**src/rtl/ahb2av_pkg.sv**
```systemverilog
package ahb2av_pkg;

    localparam int DATA_W = 32;
    localparam int BE_W   = DATA_W / 8;
    localparam int LANE_W = $clog2(BE_W);

    typedef enum logic [1:0] {
        HT_IDLE   = 2'd0,
        HT_BUSY   = 2'd1,
        HT_NONSEQ = 2'd2,
        HT_SEQ    = 2'd3
    } htrans_e;

    typedef enum logic [1:0] {
        RESP_OKAY  = 2'd0,
        RESP_ERROR = 2'd1,
        RESP_RETRY = 2'd2,
        RESP_SPLIT = 2'd3
    } hresp_e;

    // Number of bytes covered by a size code, clamped to the bus width.
    function automatic logic [LANE_W:0] size_bytes(input logic [1:0] sz);
        if (int'(sz) >= LANE_W)
            return (LANE_W+1)'(BE_W);
        return (LANE_W+1)'(1) << sz;
    endfunction

    // An address phase is taken when the slave is selected, the bus is ready
    // and the transfer type is NONSEQ or SEQ.
    function automatic logic phase_valid(input logic sel, input logic rdy,
                                         input logic [1:0] tr);
        return sel && rdy && tr[1];
    endfunction

endpackage

```
**src/rtl/ahb2av_lane_decode.sv**
```systemverilog
module ahb2av_lane_decode
    import ahb2av_pkg::*;
(
    input  logic [1:0]        size_code,
    input  logic [LANE_W-1:0] lane_off,
    output logic [BE_W-1:0]   lane_mask
);

    logic [LANE_W:0]   nbytes;
    logic [LANE_W-1:0] base;
    logic [LANE_W:0]   limit;

    always_comb begin
        nbytes = size_bytes(size_code);
        base   = lane_off & ~LANE_W'(nbytes - (LANE_W+1)'(1));
        limit  = {1'b0, base} + nbytes;
    end

    for (genvar i = 0; i < BE_W; i++) begin : g_lane
        assign lane_mask[i] = ({1'b0, base} <= (LANE_W+1)'(i)) &&
                              ((LANE_W+1)'(i) < limit);
    end

endmodule

```
**src/rtl/ahb2av_phase_reg.sv**
```systemverilog
module ahb2av_phase_reg
    import ahb2av_pkg::*;
#(
    parameter int ADDR_W = 32
) (
    input  logic              clk,
    input  logic              rst,
    input  logic              hsel,
    input  logic              hreadyi,
    input  logic [1:0]        htrans,
    input  logic              hwrite,
    input  logic [1:0]        size_code,
    input  logic [ADDR_W-1:0] haddr,
    output logic              slot_valid,
    output logic              slot_wr,
    output logic [ADDR_W-1:0] slot_addr,
    output logic [BE_W-1:0]   slot_be
);

    logic            take;
    logic [BE_W-1:0] be_next;

    assign take = phase_valid(hsel, hreadyi, htrans);

    ahb2av_lane_decode u_lanes (
        .size_code (size_code),
        .lane_off  (haddr[LANE_W-1:0]),
        .lane_mask (be_next)
    );

    always_ff @(posedge clk) begin
        if (rst) begin
            slot_valid <= 1'b0;
            slot_wr    <= 1'b0;
            slot_addr  <= '0;
            slot_be    <= '0;
        end else if (hreadyi) begin
            slot_valid <= take;
            if (take) begin
                slot_wr   <= hwrite;
                slot_addr <= haddr;
                slot_be   <= be_next;
            end
        end
    end

    // a word-sized phase yields all lanes on the following cycle
    p_word_r7: assert property (@(posedge clk) disable iff (rst)
        (take && size_code == 2'd2) |=> (slot_be == '1));

endmodule

```
**src/rtl/ahb2av_bridge.sv**
```systemverilog
module ahb2av_bridge
    import ahb2av_pkg::*;
#(
    parameter int ADDR_W = 32
) (
    input  logic              clk,
    input  logic              rst,
    input  logic              hsel,
    input  logic [ADDR_W-1:0] haddr,
    input  logic [1:0]        htrans,
    input  logic              hwrite,
    input  logic [2:0]        hsize,
    input  logic [2:0]        hburst,
    input  logic [DATA_W-1:0] hwdata,
    input  logic              hreadyi,
    output logic [DATA_W-1:0] hrdata,
    output logic              hreadyo,
    output logic [1:0]        hresp,
    output logic [ADDR_W-1:0] av_address,
    output logic              av_read,
    output logic              av_write,
    output logic [DATA_W-1:0] av_writedata,
    output logic [BE_W-1:0]   av_byteenable,
    input  logic [DATA_W-1:0] av_readdata,
    input  logic              av_waitrequest
);

    logic slot_valid;
    logic slot_wr;
    logic unused_ctrl;

    // Burst kind and the top size bit play no part in the conversion.
    assign unused_ctrl = ^{hburst, hsize[2]};

    ahb2av_phase_reg #(.ADDR_W(ADDR_W)) u_phase (
        .clk        (clk),
        .rst        (rst),
        .hsel       (hsel),
        .hreadyi    (hreadyi),
        .htrans     (htrans),
        .hwrite     (hwrite),
        .size_code  (hsize[1:0]),
        .haddr      (haddr),
        .slot_valid (slot_valid),
        .slot_wr    (slot_wr),
        .slot_addr  (av_address),
        .slot_be    (av_byteenable)
    );

    assign av_read      = slot_valid && !slot_wr;
    assign av_write     = slot_valid &&  slot_wr;
    assign av_writedata = hwdata;
    assign hrdata       = av_readdata;
    assign hreadyo      = !av_waitrequest;
    assign hresp        = RESP_OKAY;

    logic phase_ok;
    assign phase_ok = hsel && hreadyi && htrans[1];

    // an accepted phase becomes a strobe on the next cycle
    p_capture_r3: assert property (@(posedge clk) disable iff (rst)
        phase_ok |=> (av_read || av_write));

    // direction follows hwrite of the accepted phase
    p_dir_r3: assert property (@(posedge clk) disable iff (rst)
        (phase_ok && hwrite) |=> av_write);

    // a ready cycle without a valid phase leaves the Avalon side quiet
    p_idle_r8: assert property (@(posedge clk) disable iff (rst)
        (hreadyi && !phase_ok) |=> !(av_read || av_write));

    // a stalled access holds its strobe, address and lanes
    p_hold_r9: assert property (@(posedge clk) disable iff (rst)
        ((av_read || av_write) && av_waitrequest) |=>
        ($stable(av_read) && $stable(av_write) &&
         $stable(av_address) && $stable(av_byteenable)));

    // a completed access with no new phase drops its strobe
    p_drop_r10: assert property (@(posedge clk) disable iff (rst)
        ((av_read || av_write) && !av_waitrequest && !phase_ok) |=>
        !(av_read || av_write));

endmodule

```
**config.mk**
```make
export PLATFORM = sky130hd
export DESIGN_NAME = ahb2av_bridge
export DESIGN_NICKNAME = d
export VERILOG_FILES = /design/src/rtl/ahb2av_pkg.sv /design/src/rtl/ahb2av_lane_decode.sv /design/src/rtl/ahb2av_phase_reg.sv /design/src/rtl/ahb2av_bridge.sv
export SDC_FILE = /design/constraint.sdc
export NUM_CORES = 1
export LEC_CHECK = 0
export ABC_CLOCK_PERIOD_IN_PS = 2000
export BUFFER_PORTS_ARGS = -buffer_cell sky130_fd_sc_hd__buf_2
export CAP_MARGIN = 20
export CELL_PAD_IN_SITES_DETAIL_PLACEMENT = 2
export CELL_PAD_IN_SITES_GLOBAL_PLACEMENT = 2
export CORE_MARGIN = 1
export CORE_UTILIZATION = 19
export CTS_BUF_LIST = sky130_fd_sc_hd__clkbuf_2 sky130_fd_sc_hd__clkbuf_4 sky130_fd_sc_hd__clkbuf_8
export DETAILED_ROUTE_END_ITERATION = 8
export PLACE_DENSITY_LB_ADDON = 0.1
export SYNTH_ARGS = -nofsm -noshare
export SYNTH_HDL_FRONTEND = slang
export SYNTH_HIERARCHICAL = 1
export SYNTH_SLANG_ARGS = --single-unit
```
**constraint.sdc**
```tcl
create_clock -name clk -period 2 [get_ports clk]
set_input_delay 0.3 -clock clk [delete_from_list [all_inputs] [get_ports clk]]
set_output_delay 0.3 -clock clk [all_outputs]
set_load 0.01 [all_outputs]
```
-- Word-level counts from Yosys, hierarchy flattened
Index checks and enable logic that the tools add are counted.
- bits of input ports: 110
- logic and storage cells: 30
- register bits: 38
- bitwise logic cells: 2
- $add $sub $neg: 2
- magnitude comparators: 8
- reduce and logical (&&, ||, !) cells: 10
- multiplexer cells: 3
- shift operators: 1
- operator list (operator ; count):
    logical AND 1 bit ; 7
    less-than comparator 1 x 3 -> 1 bit, first input constant ; 2
    less-than comparator 2 x 3 -> 1 bit, first input constant ; 2
    2-to-1 mux 3 bit ; 2
    <= comparator 2 x 1 -> 1 bit, second input constant ; 2
    adder 2 x 3 -> 3 bit ; 1
    << shifter 1 x 2 -> 3 bit, first input constant ; 1
    AND 2 bit ; 1
    >= comparator 2 bit, second input constant ; 1
    <= comparator 2 bit, second input constant ; 1
    logical NOT 1 bit ; 2
    NOT 2 bit ; 1
    AND reduction 2 bit ; 1
    subtractor 2 x 1 -> 2 bit, second input constant ; 1
    2-to-1 mux 1 bit ; 1

-- Longest topological paths before layout
Gate-level depths: netlist of run 1.
- word-level depth: 9
- depth in mapped cells: 8
- mapped depth without buffers: 8

-- Hierarchy
Netlist of run 1, hierarchy kept.
- by module, submodules not included (module ; area each (um^2) ; cells an instance ; times used):
    ahb2av_phase_reg ; 1732.9 ; 165 ; 1
    ahb2av_bridge ; 519.2 ; 70 ; 1
    ahb2av_lane_decode ; 128.9 ; 21 ; 1

-- Worst setup path after synthesis of run 1
OpenSTA, ideal clock, no wires.
- path type: input to register
- start: in hsize[1]
- end: reg u_phase.slot_be[2]
- library setup time: 0.118 ns
- arrival: 1.412 ns
- data required time: 1.882 ns
- stages: 8
- path slack: 0.470 ns
- path through: clkbuf_2 nor3b_1 ha_1 nand2b_1 a21oi_1 o31a_1 nand2b_1 mux2i_1
- word-level cells in the longest chain between the ends: 9
- elaborated cells between the ends (all ways): 11
- RTL lines (what ; line ; source):
    from (decl) ; ahb2av_bridge.sv:12 ; input logic [2:0] hsize,
    >= comparator 2 bit ; ahb2av_pkg.sv:23 ; if (int'(sz) >= LANE_W)
    2-to-1 mux 1 bit ; ahb2av_pkg.sv:23 ;
    2-to-1 mux 3 bit (*) ; ahb2av_pkg.sv:25 ; return (LANE_W+1)'(1) << sz;
    subtractor 2 x 1 -> 2 bit ; ahb2av_lane_decode.sv:15 ; base = lane_off & ~LANE_W'(nbytes - (LANE_W+1)'(1));
    NOT 2 bit ; ahb2av_lane_decode.sv:15 ;
    AND 2 bit ; ahb2av_lane_decode.sv:15 ;
    adder 2 x 3 -> 3 bit ; ahb2av_lane_decode.sv:16 ; limit = {1'b0, base} + nbytes;
    less-than comparator 2 x 3 -> 1 bit ; ahb2av_lane_decode.sv:21 ; ((LANE_W+1)'(i) < limit);
    logical AND 1 bit (*) ; ahb2av_lane_decode.sv:20 ; assign lane_mask[i] = ({1'b0, base} <= (LANE_W+1)'(i)) &&
    net u_phase.be_next[2] ; ahb2av_phase_reg.sv:21 ; logic [BE_W-1:0] be_next;
    to (signal assigned) ; ahb2av_phase_reg.sv:42 ; slot_be <= be_next;
    to (decl) ; ahb2av_phase_reg.sv:17 ; output logic [BE_W-1:0] slot_be
Mark *: on every way through the listed nets, which the timed path passes. The rest lies on a longest branch.
A chain may end at the register's enable or synchronous reset.

-- Final worst setup path of run 1
- start: in hsize[0]
- end: reg u_phase.slot_be[2]
The elaborated chain is that of the path after synthesis.

==> impl_metrics.csv, run 1 <==
group,metric,value,unit
floorplan,fp.dieW,114,um
detailed_routing,wl,5510,um
final_layout,final_common_cell,"buf_2",
run_status,status,"completed",
logic_synthesis,yosys_warnings,6,
logic_synthesis,synth_compound_area_frac,0.0273,
hold_path,hp-start,"haddr[5]",
place,place_inst,429,
final_layout,areaGrowthSynthToFinish,6.20,%
sta,max_freq,730,MHz
logic_synthesis,synth_seq_cells,38,
global_route,grt_max_degree,38,
floorplan,dieArea,13000,um2
place,place_ws,306,ps
critical_path,start_kind,"input pin",
final_layout,multi_input_area,1000,um2
global_route,antenna_found_initial,0,
global_route,grt_pass1_vias,1695,
critical_path,timing_worst_setup_path_type,"in -> reg",
critical_path,endpoint_kind,"register",
floorplan,row_count,40,
critical_path,worstPathArrival,1550,ps
cts,numClockSinks,38,
logic_synthesis,synth_top_area_frac,0.319,
detailed_routing,wire_per_inst,12.6,um
hold_path,holdPathStages,3,
pwr,p_leak,1.08,nW
logic_synthesis,ys.flop_type,"dfxtp_1",
final_layout,antenna_cells,0,
sta,hold_ws,265,ps
sta,tns,0,ps
critical_path,critPathMaxFanout,6,
pwr,ir_drop,0.000186,V
pwr,power.density,637,nW/um2
place,placed_area,2430,um2
detailed_routing,drt_pass1_iterations,4,
logic_synthesis,synth-async-reset-ratio,0,
detailed_routing,antenna_left,0,
cts,cts.clk_slew.worst_paths,80,ps
hold_path,holdPathEnd,"u_phase/slot_addr[5]$_SDFFE_PP0P_",
cts,numCtsBuffers,5,
final_layout,fin_nets,379,
cts,cts_tree,"built",
critical_path,reg2regPathDepth,2,
final_layout,final_util,0.209,
pwr,power,1.61,mW
sta,fin_skew,0,ps
critical_path,reg2reg_to,"u_phase/slot_valid$_SDFFE_PP0P_",
logic_synthesis,yosysTopAreaCell,"dfxtp_1",
logic_synthesis,synth.avg_cell_area,9.30,um2
floorplan,coreArea,12100,um2
sta,min_period,1370,ps
cts,cts_hold_buf,0,
logic_synthesis,synth_top_family_by_area,"buffers and inverters",
critical_path,r2r_start,"u_phase/slot_valid$_SDFFE_PP0P_",
critical_path,cp.required,2180,ps
critical_path,crit_start,"hsize[0]",
global_route,grt-ovfl-total,0,
cts,cts-resized-gates,0,
logic_synthesis,synth-edff-count,0,
logic_synthesis,synth-simple-area-share,0.225,
sta,fin_crit_sh,0.685,
logic_synthesis,synth_fa_ha_area_frac,0.00525,
floorplan,ios,215,
final_layout,fillers,1429,
sta,setup_violations,0,
final_layout,final-seq-area,761,um2
sta,slew_violations,0,
global_route,grt.total_usage,0.0852,
sta,hold_violations,0,
cts,ctsRootBufferMaster,"clkbuf_8",
cts,cts_max_path_buffers,2,
detailed_routing,first_iter_violations,24,
sta,setup_ws,631,ps
place,place_congestion,0.634,
logic_synthesis,synth.area.mux_share,0.156,
detailed_routing,drc,0,
final_layout,final_cell_mix,"79 x buf_2, 76 x nand2b_1, 38 x dfxtp_1",
cts,post-cts-setup-buffer-count,0,
critical_path,regToRegSetupSlack,1400,ps
global_route,grt_pass1_wl,8650,um
floorplan,dieHeight,114,um
logic_synthesis,synth_seq_area_share,0.319,
place,dp_hpwl,3920,um
detailed_routing,num_vias,1589,
floorplan,start_util,0.197,
cts,clock_latency,290,ps
logic_synthesis,synth.area.top_cells,"dfxtp_1 32%, buf_4 21%, nand2b_1 20%",
logic_synthesis,synth_area,2380,um2
final_layout,fin_area,2530,um2
logic_synthesis,synth_xor_area_frac,0.00368,
logic_synthesis,synth_cell_type_count,27,
detailed_routing,vias_per_cell,3.64,
sta,rsz0062_at_grt,"no",
cts,htree_levels,2,
flow_run,drv_cap,0,
hold_path,hold_class,"in -> reg",
final_layout,final_cells,437,
logic_synthesis,postSynthCellCount,256,
final_layout,layout-drive-gt1-share,0.353,
place,placement.io_buffers,79,
[synth_stat cells (2+ instances only)]
library cell / n
buf_4: 66
nor2_1: 3
inv_1: 3
a21oi_1: 3
mux2i_1: 37
dfxtp_1: 38
o21ai_0: 2
buf_12: 4
nand2b_1: 76
clkbuf_1: 7
[cell type report]
class,instances,share of cell area
tap,168,0.0831
inverter,3,0.00445
clock inverter,1,0.00198
timing repair buffer,83,0.178
clock buffer,7,0.0356
multi-input combinational,137,0.396
sequential,38,0.301
[critical path, stage by stage]
cell and delay, ps:
buf_2 140, xnor2_1 160, nor2_1 60, ha_1 330
nand2b_1 100, a21oi_1 60, o31a_1 280, nand2b_1 70
mux2i_1 60
[worst max path at each step]
stage               cells past startpoint                         endpoint  slack, ps
floorplan                               8  u_phase/slot_be[2]$_SDFFE_PP0P_        470
global placement                        8  u_phase/slot_be[2]$_SDFFE_PP0P_        330
detailed placement                      9  u_phase/slot_be[2]$_SDFFE_PP0P_        310
CTS                                     9  u_phase/slot_be[2]$_SDFFE_PP0P_        630
global route                            9  u_phase/slot_be[2]$_SDFFE_PP0P_        530
finish                                  9  u_phase/slot_be[2]$_SDFFE_PP0P_        630
[state kept, by name, indices dropped and copies added, names as in the netlist]
name                count
u_phase/slot_addr      32
u_phase/slot_be         4
u_phase/slot_valid      1
u_phase/slot_wr         1
[layer usage]
layer	up-vias	part of all wire	GRT usage
met5	-	0	0
met4	0	0.023	0.0433
met3	17	0.077	0.0260
met2	59	0.45	0.142
met1	750	0.45	0.0987
li1	763	-	-
[report_power, final]
part           internal (mW)  total, mW  switching [mW]
clock                  0.292      0.582           0.290
sequential             0.784      0.797          0.0136
combinational          0.121      0.232           0.111
[kinds of logic (layout without fill, tap and decap cells)]
group / after synthesis / count (layout)
XOR/XNOR: 1 / 1
buffers and inverters: 82 / 94
multiplexers: 37 / 37
AND/OR/NAND/NOR: 86 / 86
flip-flops: 38 / 38
adder cells (fa/ha/maj): 1 / 1
AO/OA/AOI/OAI: 10 / 10
other: 1 / 2
Note: power is estimated with default switching activity, not from simulation.
==> run 2, diff against run 1 <==
- ABC_CLOCK_PERIOD_IN_PS: 2000 -> 1400
- clock period: 2 -> 1.4 ns (I/O delays scaled with it)
==> impl_metrics.csv, run 2 (same netlist as run 1, synthesis figures left out) <==
group,metric,value,unit
run_status,status,"completed",
floorplan,dieArea,13000,um2
final_layout,final_util,0.212,
floorplan,start_util,0.197,
critical_path,r2r_start,"u_phase/slot_addr[1]$_SDFFE_PP0P_",
global_route,grt_max_degree,76,
final_layout,multi_input_area,1010,um2
detailed_routing,drc,0,
cts,cts_max_path_buffers,2,
place,placed_area,2490,um2
final_layout,fillers,1424,
critical_path,reg2reg_to,"u_phase/slot_addr[1]$_SDFFE_PP0P_",
cts,post-cts-setup-buffer-count,0,
cts,numClockSinks,38,
final_layout,largest_reg_flops,32,
sta,fin_skew,0,ps
detailed_routing,wire_per_inst,11.8,um
critical_path,start_kind,"input pin",
critical_path,cp.required,1570,ps
final_layout,fin_area,2570,um2
floorplan,fp.dieW,114,um
place,place_congestion,0.660,
cts,cts_tree,"built",
detailed_routing,first_iter_violations,25,
final_layout,fin_nets,384,
detailed_routing,antenna_left,0,
cts,numCtsBuffers,5,
critical_path,crit_chain,"buf_2 > xnor2_1 > nor2_1 > ha_1 > buf_4 > o21ai_0 > o31ai_1 > nand2b_1 > mux2i_1",
detailed_routing,wl_met1,2230,um
place,dp_hpwl,3720,um
floorplan,dieHeight,114,um
sta,setup_violations,0,
sta,min_period,1210,ps
critical_path,slowest_delay,310,ps
place,placement.io_buffers,79,
final_layout,top_regs,"u_phase/slot_addr (32), u_phase/slot_be (4)",
detailed_routing,drt_pass1_iterations,4,
cts,ctsRootBufferMaster,"clkbuf_8",
flow_run,drv_cap,0,
global_route,grt.total_usage,0.0802,
detailed_routing,num_vias,1634,
floorplan,ios,215,
hold_path,holdPathStages,3,
final_layout,regMostFlops,"u_phase/slot_addr",
final_layout,final_cell_mix,"79 x buf_2, 76 x nand2b_1, 38 x dfxtp_1",
sta,rsz0062_at_grt,"no",
critical_path,worstPathArrival,1380,ps
pwr,p_leak,1.10,nW
hold_path,holdPathEnd,"u_phase/slot_addr[22]$_SDFFE_PP0P_",
floorplan,row_count,40,
cts,cts-resized-gates,0,
sta,hold_ws,183,ps
final_layout,antenna_cells,0,
final_layout,final_common_cell,"buf_2",
global_route,antenna_found_initial,0,
sta,hold_violations,0,
sta,max_freq,829,MHz
global_route,grt_pass1_wl,8050,um
critical_path,slowest_stage,"ha_1",
cts,cts.clk_slew.worst_paths,80,ps
final_layout,layout-drive-gt1-share,0.366,
detailed_routing,vias_per_cell,3.71,
final_layout,final-seq-area,761,um2
hold_path,hp-start,"haddr[22]",
detailed_routing,highest_layer,"met4",
detailed_routing,wl_met2,2580,um
cts,clock_latency,280,ps
cts,cts_hold_buf,0,
global_route,grt-ovfl-total,0,
detailed_routing,dr_wl_met3,330,um
critical_path,reg2regPathDepth,2,
final_layout,areaGrowthSynthToFinish,8.04,%
critical_path,crit_buf_inv,2,
critical_path,timing_worst_setup_path_type,"in -> reg",
sta,slew_violations,0,
critical_path,regToRegSetupSlack,780,ps
global_route,grt_pass1_vias,1667,
cts,htree_levels,2,
pwr,ir_drop,0.000311,V
detailed_routing,wl,5210,um
sta,fin_crit_sh,0.861,
critical_path,endpoint_kind,"register",
floorplan,coreArea,12100,um2
hold_path,hold_class,"in -> reg",
critical_path,critPathMaxFanout,3,
pwr,power.density,875,nW/um2
critical_path,cp_top_family,"adder cells",
## run 2: cell types whose count changed in the layout (fill, tap and decap cells not counted)
| cell | previous run | this run |
|---|---|---|
| buf_4 | 2 | 6 |
| clkinv_2 | 1 | 0 |
| nor3b_2 | 0 | 1 |
| clkbuf_4 | 1 | 2 |
| buf_12 | 2 | 3 |
| nor3b_1 | 1 | 0 |
| clkbuf_8 | 6 | 5 |
## run 2: layout make-up
class,instances,share of cell area
Multi-Input combinational cell,137,0.391
Sequential cell,38,0.296
Timing Repair Buffer,88,0.195
Tap cell,168,0.0817
Clock buffer,7,0.0326
Inverter,3,0.00438
## run 2: per-stage QoR
stage          setup WS, ps  instances  TNS [ps]  power [mW]
3_5_place_dp           -125        434      -297        1.52
5_1_grt                73.8        441         0        2.42
6_report                194        441         0        2.25
2_1_floorplan          1.66        257         0        1.56
4_1_cts                 166        441         0        2.35
3_3_place_gp           -111        434      -255        1.52
## run 2: worst max path at each step
stage	from	to	slack [ps]	cells after the start
floorplan	hsize[1]	u_phase/slot_be[2]$_SDFFE_PP0P_	2	8
CTS	u_phase/slot_wr$_SDFFE_PP0P_	av_read	170	2
finish	hsize[0]	u_phase/slot_be[1]$_SDFFE_PP0P_	190	9
detailed placement	hsize[0]	u_phase/slot_be[1]$_SDFFE_PP0P_	-130	9
global route	hsize[0]	u_phase/slot_be[1]$_SDFFE_PP0P_	70	9
global placement	hsize[0]	u_phase/slot_be[2]$_SDFFE_PP0P_	-110	9
## run 2: power by group
| group | total, mW | internal [mW] | switching [mW] |
|---|---|---|---|
| registers | 1.14 | 1.12 | 0.0194 |
| clock network | 0.770 | 0.383 | 0.388 |
| logic | 0.342 | 0.185 | 0.157 |
| total | 2.25 | 1.69 | 0.564 |
## run 2: worst min-delay path: stages
cell      delay (ps)
buf_2             90
nand2b_1          60
mux2i_1           60
## run 2: layer usage
| layer | global-route usage | vias to the layer above |
|---|---|---|
| li1 | - | 774 |
| met1 | 0.0888 | 785 |
| met2 | 0.145 | 67 |
| met3 | 0.0202 | 8 |
| met4 | 0.0338 | 0 |
| met5 | 0 | - |
